`src/rtl/clksynth_pkg.sv`:
```
package clksynth_pkg;

  typedef enum logic [3:0] {
    ST_RST_LO,
    ST_RST_WAIT,
    ST_MODE,
    ST_ID,
    ST_TBL,
    ST_TBL_CMT,
    ST_LOCK,
    ST_SYNC,
    ST_CLKSW,
    ST_PRST,
    ST_DONE,
    ST_ERR
  } seq_state_t;

  typedef struct packed {
    logic [11:0] addr;
    logic [7:0]  val;
  } tbl_entry_t;

  localparam logic [11:0] A_PORTCFG = 12'h000;
  localparam logic [11:0] A_CHIPID  = 12'h003;
  localparam logic [11:0] A_LOCKST  = 12'h01F;
  localparam logic [11:0] A_VCODIV  = 12'h1E0;
  localparam logic [11:0] A_SYNCCTL = 12'h230;
  localparam logic [11:0] A_UPDATE  = 12'h232;

  localparam logic [7:0] V_PORTCFG = 8'h99;
  localparam logic [7:0] V_CHIPID  = 8'hC3;
  localparam logic [7:0] V_UPDATE  = 8'h01;
  localparam logic [7:0] V_VCOSTAT = 8'h07;

  localparam int unsigned SYNC_STEPS = 6;

  // 24-bit frame: read flag, three zero bits, address, data (zero on reads)
  function automatic logic [23:0] mk_frame(input logic rd, input logic [11:0] a,
                                           input logic [7:0] d);
    return {rd, 3'b000, a, (rd ? 8'h00 : d)};
  endfunction

  // Base table contents, computed per entry
  function automatic tbl_entry_t tbl_entry(input logic sel, input int unsigned idx);
    tbl_entry_t e;
    if (sel) begin
      e.addr = 12'h0A0 + 12'(2 * idx);
      e.val  = 8'h40 + 8'(3 * idx);
    end else begin
      e.addr = 12'h010 + 12'(2 * idx);
      e.val  = 8'h20 + 8'(7 * idx);
    end
    return e;
  endfunction

  // Output-synchronization script: odd steps are commits
  function automatic logic [23:0] sync_frame(input logic [2:0] step);
    case (step)
      3'd0:    return mk_frame(1'b0, A_VCODIV, V_VCOSTAT);
      3'd2:    return mk_frame(1'b0, A_SYNCCTL, 8'h01);
      3'd4:    return mk_frame(1'b0, A_SYNCCTL, 8'h00);
      default: return mk_frame(1'b0, A_UPDATE, V_UPDATE);
    endcase
  endfunction

endpackage

```
`src/rtl/cs_table_rom.sv`:
```
module cs_table_rom
  import clksynth_pkg::*;
#(
  parameter int LEN_A = 5,
  parameter int LEN_B = 3,
  parameter int IDX_W = 3
) (
  input  logic             sel,
  input  logic [IDX_W-1:0] idx,
  output tbl_entry_t       entry,
  output logic             last
);

  localparam logic [IDX_W-1:0] LAST_A = IDX_W'(LEN_A - 1);
  localparam logic [IDX_W-1:0] LAST_B = IDX_W'(LEN_B - 1);

  tbl_entry_t rom_a [LEN_A];
  tbl_entry_t rom_b [LEN_B];

  for (genvar g = 0; g < LEN_A; g++) begin : g_rom_a
    assign rom_a[g] = tbl_entry(1'b0, g);
  end
  for (genvar g = 0; g < LEN_B; g++) begin : g_rom_b
    assign rom_b[g] = tbl_entry(1'b1, g);
  end

  tbl_entry_t ent_a, ent_b;

  always_comb begin
    ent_a = rom_a[0];
    for (int i = 0; i < LEN_A; i++)
      if (idx == IDX_W'(i)) ent_a = rom_a[i];
  end

  always_comb begin
    ent_b = rom_b[0];
    for (int i = 0; i < LEN_B; i++)
      if (idx == IDX_W'(i)) ent_b = rom_b[i];
  end

  assign entry = sel ? ent_b : ent_a;
  assign last  = sel ? (idx == LAST_B) : (idx == LAST_A);

endmodule

```
`src/rtl/cs_cycle_timer.sv`:
```
module cs_cycle_timer #(
  parameter int W    = 10,
  parameter int INIT = 3
) (
  input  logic         clk,
  input  logic         rst_n,
  input  logic         load,
  input  logic [W-1:0] ld_val,
  output logic         zero
);

  logic [W-1:0] cnt;

  always_ff @(posedge clk) begin
    if (!rst_n)
      cnt <= W'(INIT);
    else if (load)
      cnt <= ld_val;
    else if (cnt != '0)
      cnt <= cnt - 1'b1;
  end

  assign zero = (cnt == '0);

endmodule

```
`src/rtl/cs_spi_port.sv`:
```
module cs_spi_port (
  input  logic        clk,
  input  logic        rst_n,
  input  logic        issue,
  input  logic [23:0] frame_in,
  input  logic        spi_ack,
  input  logic [23:0] spi_rdata,
  output logic        spi_req,
  output logic [23:0] spi_frame,
  output logic        fin,
  output logic [7:0]  rbyte
);

  always_ff @(posedge clk) begin
    if (!rst_n) begin
      spi_req   <= 1'b0;
      spi_frame <= '0;
    end else if (spi_req && spi_ack) begin
      spi_req <= 1'b0;
    end else if (issue && !spi_req) begin
      spi_req   <= 1'b1;
      spi_frame <= frame_in;
    end
  end

  assign fin   = spi_req && spi_ack;
  assign rbyte = spi_rdata[7:0];

  logic unused_rx_hi;
  assign unused_rx_hi = ^spi_rdata[23:8];

endmodule

```
`src/rtl/clksynth_bringup.sv`:
```
module clksynth_bringup
  import clksynth_pkg::*;
#(
  parameter int RST_CYCLES   = 1000,
  parameter int PULSE_CYCLES = 16,
  parameter int LOCK_POLLS   = 4096,
  parameter int TBL_A_LEN    = 5,
  parameter int TBL_B_LEN    = 3
) (
  input  logic        clk,
  input  logic        rst_n,
  input  logic        tbl_sel,
  input  logic        spi_ack,
  input  logic [23:0] spi_rdata,
  output logic        spi_req,
  output logic [23:0] spi_frame,
  output logic        chip_rst_n,
  output logic        clk_sel,
  output logic        periph_rst_n,
  output logic        done,
  output logic        error
);

  localparam int MAX_LEN   = (TBL_A_LEN > TBL_B_LEN) ? TBL_A_LEN : TBL_B_LEN;
  localparam int IDX_W     = (MAX_LEN > 1) ? $clog2(MAX_LEN) : 1;
  localparam int MAX_DLY   = (RST_CYCLES > PULSE_CYCLES) ? RST_CYCLES : PULSE_CYCLES;
  localparam int TMR_W     = $clog2(MAX_DLY + 1);
  localparam int POLL_W    = $clog2(LOCK_POLLS + 1);
  localparam logic [POLL_W-1:0] POLL_LAST = POLL_W'(LOCK_POLLS - 1);
  localparam logic [TMR_W-1:0]  RST_LD    = TMR_W'(RST_CYCLES - 1);
  localparam logic [TMR_W-1:0]  PULSE_LD  = TMR_W'(PULSE_CYCLES - 1);
  localparam logic [2:0]        SYNC_LAST = 3'(SYNC_STEPS - 1);

  seq_state_t        st;
  logic              launched;
  logic [IDX_W-1:0]  idx;
  logic [POLL_W-1:0] poll_cnt;
  logic [2:0]        step;

  // Named internal events, also observed by the checker
  logic        issue, fin;
  logic [7:0]  rbyte;
  logic        id_bad, lock_seen, poll_expired;
  logic        tmr_zero, tmr_load;
  logic [TMR_W-1:0] tmr_val;
  logic [23:0] next_frame;
  logic        needs_spi;
  tbl_entry_t  rom_ent;
  logic        rom_last;

  cs_table_rom #(
    .LEN_A (TBL_A_LEN),
    .LEN_B (TBL_B_LEN),
    .IDX_W (IDX_W)
  ) u_rom (
    .sel   (tbl_sel),
    .idx   (idx),
    .entry (rom_ent),
    .last  (rom_last)
  );

  cs_cycle_timer #(
    .W    (TMR_W),
    .INIT (RST_CYCLES - 1)
  ) u_tmr (
    .clk    (clk),
    .rst_n  (rst_n),
    .load   (tmr_load),
    .ld_val (tmr_val),
    .zero   (tmr_zero)
  );

  cs_spi_port u_port (
    .clk       (clk),
    .rst_n     (rst_n),
    .issue     (issue),
    .frame_in  (next_frame),
    .spi_ack   (spi_ack),
    .spi_rdata (spi_rdata),
    .spi_req   (spi_req),
    .spi_frame (spi_frame),
    .fin       (fin),
    .rbyte     (rbyte)
  );

  // Frame for the current script step
  always_comb begin
    needs_spi  = 1'b1;
    next_frame = '0;
    case (st)
      ST_MODE:    next_frame = mk_frame(1'b0, A_PORTCFG, V_PORTCFG);
      ST_ID:      next_frame = mk_frame(1'b1, A_CHIPID, 8'h00);
      ST_TBL:     next_frame = mk_frame(1'b0, rom_ent.addr, rom_ent.val);
      ST_TBL_CMT: next_frame = mk_frame(1'b0, A_UPDATE, V_UPDATE);
      ST_LOCK:    next_frame = mk_frame(1'b1, A_LOCKST, 8'h00);
      ST_SYNC:    next_frame = sync_frame(step);
      default:    needs_spi  = 1'b0;
    endcase
  end

  assign issue        = needs_spi && !launched;
  assign id_bad       = fin && (st == ST_ID) && (rbyte != V_CHIPID);
  assign lock_seen    = fin && (st == ST_LOCK) && rbyte[0];
  assign poll_expired = fin && (st == ST_LOCK) && !rbyte[0] && (poll_cnt == POLL_LAST);

  assign tmr_load = ((st == ST_RST_LO) && tmr_zero) || (st == ST_CLKSW);
  assign tmr_val  = (st == ST_CLKSW) ? PULSE_LD : RST_LD;

  always_ff @(posedge clk) begin
    if (!rst_n) begin
      st       <= ST_RST_LO;
      launched <= 1'b0;
      idx      <= '0;
      poll_cnt <= '0;
      step     <= '0;
    end else begin
      if (issue)    launched <= 1'b1;
      else if (fin) launched <= 1'b0;
      case (st)
        ST_RST_LO:   if (tmr_zero) st <= ST_RST_WAIT;
        ST_RST_WAIT: if (tmr_zero) st <= ST_MODE;
        ST_MODE:     if (fin) st <= ST_ID;
        ST_ID:       if (fin) st <= id_bad ? ST_ERR : ST_TBL;
        ST_TBL: begin
          if (fin) begin
            if (rom_last) begin
              idx <= '0;
              st  <= ST_TBL_CMT;
            end else begin
              idx <= idx + 1'b1;
            end
          end
        end
        ST_TBL_CMT: begin
          if (fin) begin
            poll_cnt <= '0;
            st       <= ST_LOCK;
          end
        end
        ST_LOCK: begin
          if (lock_seen) begin
            step <= '0;
            st   <= ST_SYNC;
          end else if (poll_expired) begin
            st <= ST_ERR;
          end else if (fin) begin
            poll_cnt <= poll_cnt + 1'b1;
          end
        end
        ST_SYNC: begin
          if (fin) begin
            if (step == SYNC_LAST) st <= ST_CLKSW;
            else                   step <= step + 1'b1;
          end
        end
        ST_CLKSW: st <= ST_PRST;
        ST_PRST:  if (tmr_zero) st <= ST_DONE;
        default:  st <= st;
      endcase
    end
  end

  assign chip_rst_n   = (st != ST_RST_LO);
  assign clk_sel      = (st == ST_CLKSW) || (st == ST_PRST) || (st == ST_DONE);
  assign periph_rst_n = (st != ST_PRST);
  assign done         = (st == ST_DONE);
  assign error        = (st == ST_ERR);

endmodule

```
`config.mk`:
```
export PLATFORM = sky130hd
export DESIGN_NAME = clksynth_bringup
export DESIGN_NICKNAME = d
export VERILOG_FILES = /design/src/rtl/clksynth_pkg.sv /design/src/rtl/cs_table_rom.sv /design/src/rtl/cs_cycle_timer.sv /design/src/rtl/cs_spi_port.sv /design/src/rtl/clksynth_bringup.sv
export SDC_FILE = /design/constraint.sdc
export NUM_CORES = 1
export LEC_CHECK = 0
export ABC_CLOCK_PERIOD_IN_PS = 3500
export BUFFER_PORTS_ARGS = -buffer_cell sky130_fd_sc_hd__buf_4
export CORE_ASPECT_RATIO = 0.75
export CORE_MARGIN = 2
export CORE_UTILIZATION = 35
export CTS_CLUSTER_SIZE = 12
export DETAILED_ROUTE_END_ITERATION = 7
export PLACE_DENSITY_LB_ADDON = 0.12
export SLEW_MARGIN = 25
export SYNTH_ARGS = -nofsm -noshare
export SYNTH_HDL_FRONTEND = slang
export SYNTH_HIERARCHICAL = 1
export SYNTH_SLANG_ARGS = --single-unit
```
`constraint.sdc`:
```
create_clock -name clk -period 3.5 [get_ports clk]
set_input_delay 0.35 -clock clk [delete_from_list [all_inputs] [get_ports clk]]
set_output_delay 0.35 -clock clk [all_outputs]
set_load 0.1 [all_outputs]
```
==> metrics.txt, run 1 <==
CTS root buffer=clkbuf_16; part of the cycle the worst path needs=a little over 80%; top cell type's share of synthesized area=about a third; routed via count=3142; fin nets=between 500 and 600; global-route usage over all layers=16.5%; most area-consuming cells after synthesis=dfxtp_1 (31%), mux2i_1 (7.2%), nand2_1 (6.9%), buf_4 (4.6%), nor2_1 (3.5%); die width=approximately 120 µm; Cell Pwr Density=around 420 nW/µm²; # rows=32; Top delay family on crit path=simple AND/OR/NAND/NOR gates; final setup violation count=0; Largest stage delay, worst path=roughly 0.6 ns; CP bufs+invs=1; Cell Area, Synth=3750 µm²; fraction of layout cells with a size suffix above 1=roughly 17%; Post-synth ARST share=0%; final worst path period need=2.82 ns; Post-CTS Setup Inserts=0; Slew headroom=41.5%; sequential area share after synthesis=a little under a third; # IOs=58; Max Clock Skew=between 0.004 and 0.005 ns; flop2flop setup slack=~0.68 ns; Tot Pwr=between 1500 and 2000 µW; peak supply drop=between 200 and 250 µV; number of global-route vias before repair=a little under 3000; total gr overflow=0; Area Overhead vs Synth=16.5%; Final ANT Viol Nets=0; DR WL/cell=around 14 µm; clock buffer depth=2; largest net degree at the start of global routing=61; Reg2Reg Depth=9; worst endpoint required time=between 3 and 4 ns; RD Place Congestion=between 0.8 and 0.9; count leader, synth=nand2_1; CP Capture Type=flop; crit path launch type=flop; DR pass1 iterations=4; clock sink total=just under 60; FMAX=355 MHz; post-synth top area cell=dfxtp_1; fill count=roughly 1000; synth unique cells=74; synth warn=6; Slew @ Worst Pin=slightly below 0.9 ns; Die Y=between 90 and 100 µm; commonest cells in the netlist=nand2_1 (69), dfxtp_1 (59), nor2_1 (35); Final Max Slew Viols=0; Via density=5.08; port bufs=slightly above 40; Post-synth EDFFs=0; setup TNS=0 ns; Worst-Skew Late Latency=about 0.33 ns; # hold bufs at CTS=0; first-pass GRT wire length=approximately 15000 µm; ys flop type=dfxtp_1; CTS tree=yes; core area=about 10000 µm²; 1st-iter DRT viols=about 190; Design Area, Final=between 4000 and 5000 µm²; Initial Util=between 30% and 40%; peak fanout along the critical path=6; Post-CTS Resized=0; Slowest-stage cell, CP=or4b_1; dpl hpwl=~6100 µm; Hold Path Depth=2; unrepaired setup endpoints after global routing=no; dpl cell area=between 4000 and 5000 µm²; Seq cells post-synth=59; clock slew at the register clock pins of the worst setup and hold paths=approximately 0.05 ns; cell breakdown of the critical path=inv_1 > ha_1 > or4b_1 > nor3_4 > nor2_1 > a32o_1 > nor4_2 > nor2b_1 > o211a_1; status=finished, final reports clean; CTS Buf Count=9; Critical Path Stages=9; # DRC=0; Syn Inst Count=454; MaxCap Viol Count=0; # H-tree levels=3; Syn Area/Cell=about 8.3 µm²; CP arrival=approximately 3.1 ns; final hold violations=0; die area=between 10000 and 15000 µm²; kind of critical path=reg -> reg; leakage=~0.0017 µW; Routed WL=8780 µm; initial antenna violation count=0; n_diodes=0; Hold Crit Class=in -> reg
==> worst reg2reg max path: cells and delay by family (launching register included) <==
family / cells / cell delay (ns)
AO/OA/AOI/OAI: 2 / 0.42
adder cells (fa/ha/maj): 1 / 0.21
buffers and inverters: 1 / 0.08
flip-flops: 1 / 0.32
AND/OR/NAND/NOR: 5 / 1.73
==> through the flow <==
stage	hold WS, ns	instances	setup slack [ns]	utilization, %
floorplan	0.452	465	0.284	-
CTS	0.314	618	0.702	42.2
finish	0.315	618	0.681	42.2
global placement	0.442	602	0.778	38.7
global route	0.320	618	0.446	42.2
detailed placement	0.447	602	0.757	38.7
==> cell type report <==
| type | instances | area [µm²] | share of cell area [%] |
|---|---|---|---|
| multi-input combinational | 345 | 2250 | 51.3 |
| sequential | 59 | 1180 | 27.0 |
| timing repair buffer | 48 | 360 | 8.24 |
| clock buffer | 9 | 225 | 5.15 |
| tap | 136 | 170 | 3.89 |
| clock inverter | 7 | 140 | 3.20 |
| inverter | 14 | 52.6 | 1.20 |
==> final timing paths <==
kind | startpoint | endpoint
worst min-delay path | rst_n | u_tmr/cnt[0]$_SDFFE_PN1P_
worst max-delay path | u_tmr/cnt[0]$_SDFFE_PN1P_ | st[0]$_SDFFE_PN0P_
worst max register to register | u_tmr/cnt[0]$_SDFFE_PN1P_ | st[0]$_SDFFE_PN0P_
worst min register to register | u_port/spi_frame[1]$_SDFFE_PN0P_ | u_port/spi_frame[1]$_SDFFE_PN0P_
==> state kept, by name, indices dropped and copies added, names as in the netlist <==
| signal | flops |
|---|---|
| u_port/spi_frame | 24 |
| poll_cnt | 13 |
| u_tmr/cnt | 10 |
| st | 4 |
| idx | 3 |
| step | 3 |
| launched | 1 |
| u_port/spi_req | 1 |
==> per-layer routing <==
metal / GRT usage, % / vias to the layer above / share of wire (%) / wire length [µm]
met3: 4.67 / 11 / 4.5 / 394
met4: 5.78 / 0 / 1.6 / 138
met2: 22.3 / 56 / 40 / 3490
met1: 24.4 / 1472 / 54 / 4750
met5: 0 / - / 0 / 0
li1: - / 1603 / - / -
==> placed cells by master, fill, tap and decap left out, drive strengths merged, types with 9 or more instances in the layout <==
cell type	netlist	routed
nand3	9	9
nor3	10	10
o21ai	12	12
conb	3	14
mux2i	27	27
and2	9	9
nor2b	9	9
inv	14	14
xnor2	9	9
a21oi	21	21
dfxtp	59	59
nand2b	12	12
nor2	36	36
nand2	69	69
clkbuf	9	9
buf	38	48
==> cells by family (layout without fill, tap and decap cells) <==
logic type               Yosys count  count (layout)  synth area share [%]
AO/OA/AOI/OAI                     86              86                  16.7
XOR/XNOR                          10              10                  2.33
other                              3              14                 0.300
multiplexers                      29              29                  7.90
buffers and inverters             61              78                  10.1
adder cells (fa/ha/maj)            7               7                  2.33
AND/OR/NAND/NOR                  199             199                  28.9
flip-flops                        59              59                  31.5
==> power breakdown <==
| group | switching, µW | internal, µW | total (µW) |
|---|---|---|---|
| clock | 330 | 766 | 1100 |
| sequential | 2.94 | 675 | 678 |
| combinational | 28.7 | 18.1 | 46.8 |
| total | 362 | 1460 | 1820 |
Note: power is estimated with default switching activity, not from simulation.
==> run 2: changes to the inputs <==
ABC_CLOCK_PERIOD_IN_PS = 2500   (was 3500)
clock period = 2.5 ns   (was 3.5 ns; I/O delays follow)
==> run 2 against run 1 <==
Core utilization grew 1.1 points; design area grew 2.6%; register-to-register slack lost 0.60 ns; critical endpoint unchanged; clock-buffer cell count grew 1; critical path depth grew 1; clock power shrank 4%; first-iteration DRC count shrank 21%; hold slack lost 0.078 ns; die area is the same; non-clock buffer count grew 18; power grew 15%.
==> metrics.txt, run 2 (synthesized netlist as in run 1, its figures left out) <==
worst endpoint required time=2.77 ns (-1.00 ns); clock buffer depth=2 (unchanged); Cell Pwr Density=465 nW/µm² (+12%); final worst path period need=2.42 ns (-0.398 ns); CTS tree=yes; # DRC=0 (unchanged); met3 wire length=599 µm (+52%); Slew headroom=53.5% (+12 points); routed via count=3197 (+1.8%); Routed WL=8910 µm (+1.5%); Largest Register=u_port/spi_frame; leakage=0.00175 µW (+3.2%); Initial Util=36.2% (unchanged); Hold Crit Class=in -> reg; most frequent cells in the layout=nand2_1 (69), buf_4 (63), dfxtp_1 (57); die area=11600 µm² (unchanged); initial antenna violation count=0 (unchanged); fill count=1025 (-1.2%); core area=10400 µm² (unchanged); Tot Pwr=2090 µW (+15%); Slew @ Worst Pin=0.696 ns (-0.180 ns); final hold violations=0 (unchanged); # IOs=58 (unchanged); port bufs=41 (unchanged); clock sink total=59 (unchanged); CTS Buf Count=9 (unchanged); Final ANT Viol Nets=0 (unchanged); Max Used Layer=met4; first-pass GRT wire length=14400 µm (-2.6%); Via density=5.04 (-0.82%); number of global-route vias before repair=2964 (+1.1%); final setup violation count=0 (unchanged); die width=124 µm (unchanged); DR WL/cell=14.0 µm (-1.1%); Regs by FF count=u_port/spi_frame (24), poll_cnt (13), u_tmr/cnt (10); MaxCap Viol Count=0 (unchanged); status=finished, final reports clean; peak supply drop=318 µV (+44%); fin nets=530 (+3.5%); peak fanout along the critical path=5 (-1); CP arrival=2.69 ns (-0.40 ns); total gr overflow=0 (unchanged); RD Place Congestion=0.792 (-7.8%); part of the cycle the worst path needs=96.8% (+16 points); setup TNS=0 ns (unchanged); kind of critical path=reg -> reg; FMAX=413 MHz (+16%); most common cell after layout, fill and taps aside=nand2_1; largest net degree at the start of global routing=58 (-4.9%); area of the multi-input gates=2300 µm² (+2.3%); crit path launch type=flop; # rows=32 (unchanged); # H-tree levels=3 (unchanged); CP Capture Type=flop; Final Max Slew Viols=0 (unchanged); DR pass1 iterations=4 (unchanged); global-route usage over all layers=16.0% (-0.46 points); Area Overhead vs Synth=19.6%; Worst-Skew Late Latency=0.33 ns (about the same); CTS root buffer=clkbuf_16; unrepaired setup endpoints after global routing=yes; register area=1180 µm² (+0.21%); clock slew at the register clock pins of the worst setup and hold paths=0.05 ns (about the same); Die Y=93.7 µm (unchanged); max FFs per register=24 (unchanged); Max Clock Skew=0.00560 ns (+0.000999 ns); 1st-iter DRT viols=153 (-21%); # hold bufs at CTS=0 (unchanged); metal2 WL=3390 µm (-2.7%); n_diodes=0 (unchanged); fraction of layout cells with a size suffix above 1=22.1% (+4.9 points); M1 WL=4820 µm (+1.4%); dpl hpwl=6150 µm (+0.28%)
-- run 2: cell count changes in the layout (fill, tap and decap cells not counted), moves of 2 or more --
cell / before / now
clkinvlp_4: 2 / 0
inv_2: 2 / 4
inv_1: 12 / 10
dfxtp_1: 59 / 57
buf_4: 48 / 63
buf_12: 0 / 2
bufinv_16: 4 / 0
clkinv_2: 1 / 4
dfxtp_2: 0 / 2
-- run 2: critical path, stage by stage, from the launching register on --
cell and delay [ns]:
dfxtp_2 0.33, inv_2 0.07, ha_4 0.13, or4b_4 0.49
nor3_4 0.28, nor2_4 0.06, a32o_2 0.25, nor4_2 0.22
buf_4 0.18, nor2b_2 0.19, o211a_1 0.16
-- run 2: metal layers --
| layer | global-route usage, % | vias to the layer above |
|---|---|---|
| met3 | 5.70 | 9 |
| met5 | 0 | - |
| met4 | 4.92 | 0 |
| li1 | - | 1645 |
| met2 | 21.1 | 82 |
| met1 | 23.9 | 1461 |
-- run 2: repair_timing --
action | CTS | global route
pin swaps | 0 | 6
gates cloned | 0 | 1
buffers inserted | 0 | 6
gates resized for setup | 1 | 11
setup endpoints to repair | 3 | 5
-- run 2: per-stage QoR --
step	hold slack, ns	instance area [µm²]	setup slack [ns]	utilization [%]	instances
6_report	0.237	4490	0.0790	43.3	634
5_1_grt	0.247	4490	-0.0240	43.3	634
4_1_cts	0.227	4390	0.0279	42.3	627
3_5_place_dp	0.453	4140	0.0253	39.9	613
3_3_place_gp	0.443	4140	0.0941	39.9	613
2_1_floorplan	0.378	3820	-0.0458	-	465
-- run 2: final timing paths --
path | from | endpoint | slack (ns) | depth (start not counted)
setup reg to reg | u_tmr/cnt[0]$_SDFFE_PN1P_ | st[0]$_SDFFE_PN0P_ | 0.08 | 10
hold reg to reg | u_port/spi_frame[19]$_SDFFE_PN0P_ | u_port/spi_frame[19]$_SDFFE_PN0P_ | 0.46 | 2
hold / removal | spi_ack | u_port/spi_req$_SDFFE_PP0P_ | 0.24 | 3
setup / recovery | u_tmr/cnt[0]$_SDFFE_PN1P_ | st[0]$_SDFFE_PN0P_ | 0.08 | 10
-- run 2: where the power goes --
part	internal, µW	leakage, µW	total (µW)	switching, µW
Clock	650	0.000128	1060	411
Sequential	947	0.000475	951	4.20
Combinational	32.5	0.00114	76.4	43.9
Total	1630	0.00175	2090	460
-- run 2: layout make-up --
| type | count | share of cell area, % |
|---|---|---|
| Inverter | 14 | 1.17 |
| Clock buffer | 10 | 5.10 |
| Clock inverter | 4 | 0.446 |
| Multi-Input combinational cell | 345 | 51.2 |
| Timing Repair Buffer | 66 | 12.0 |
| Sequential cell | 59 | 26.4 |
| Tap cell | 136 | 3.79 |
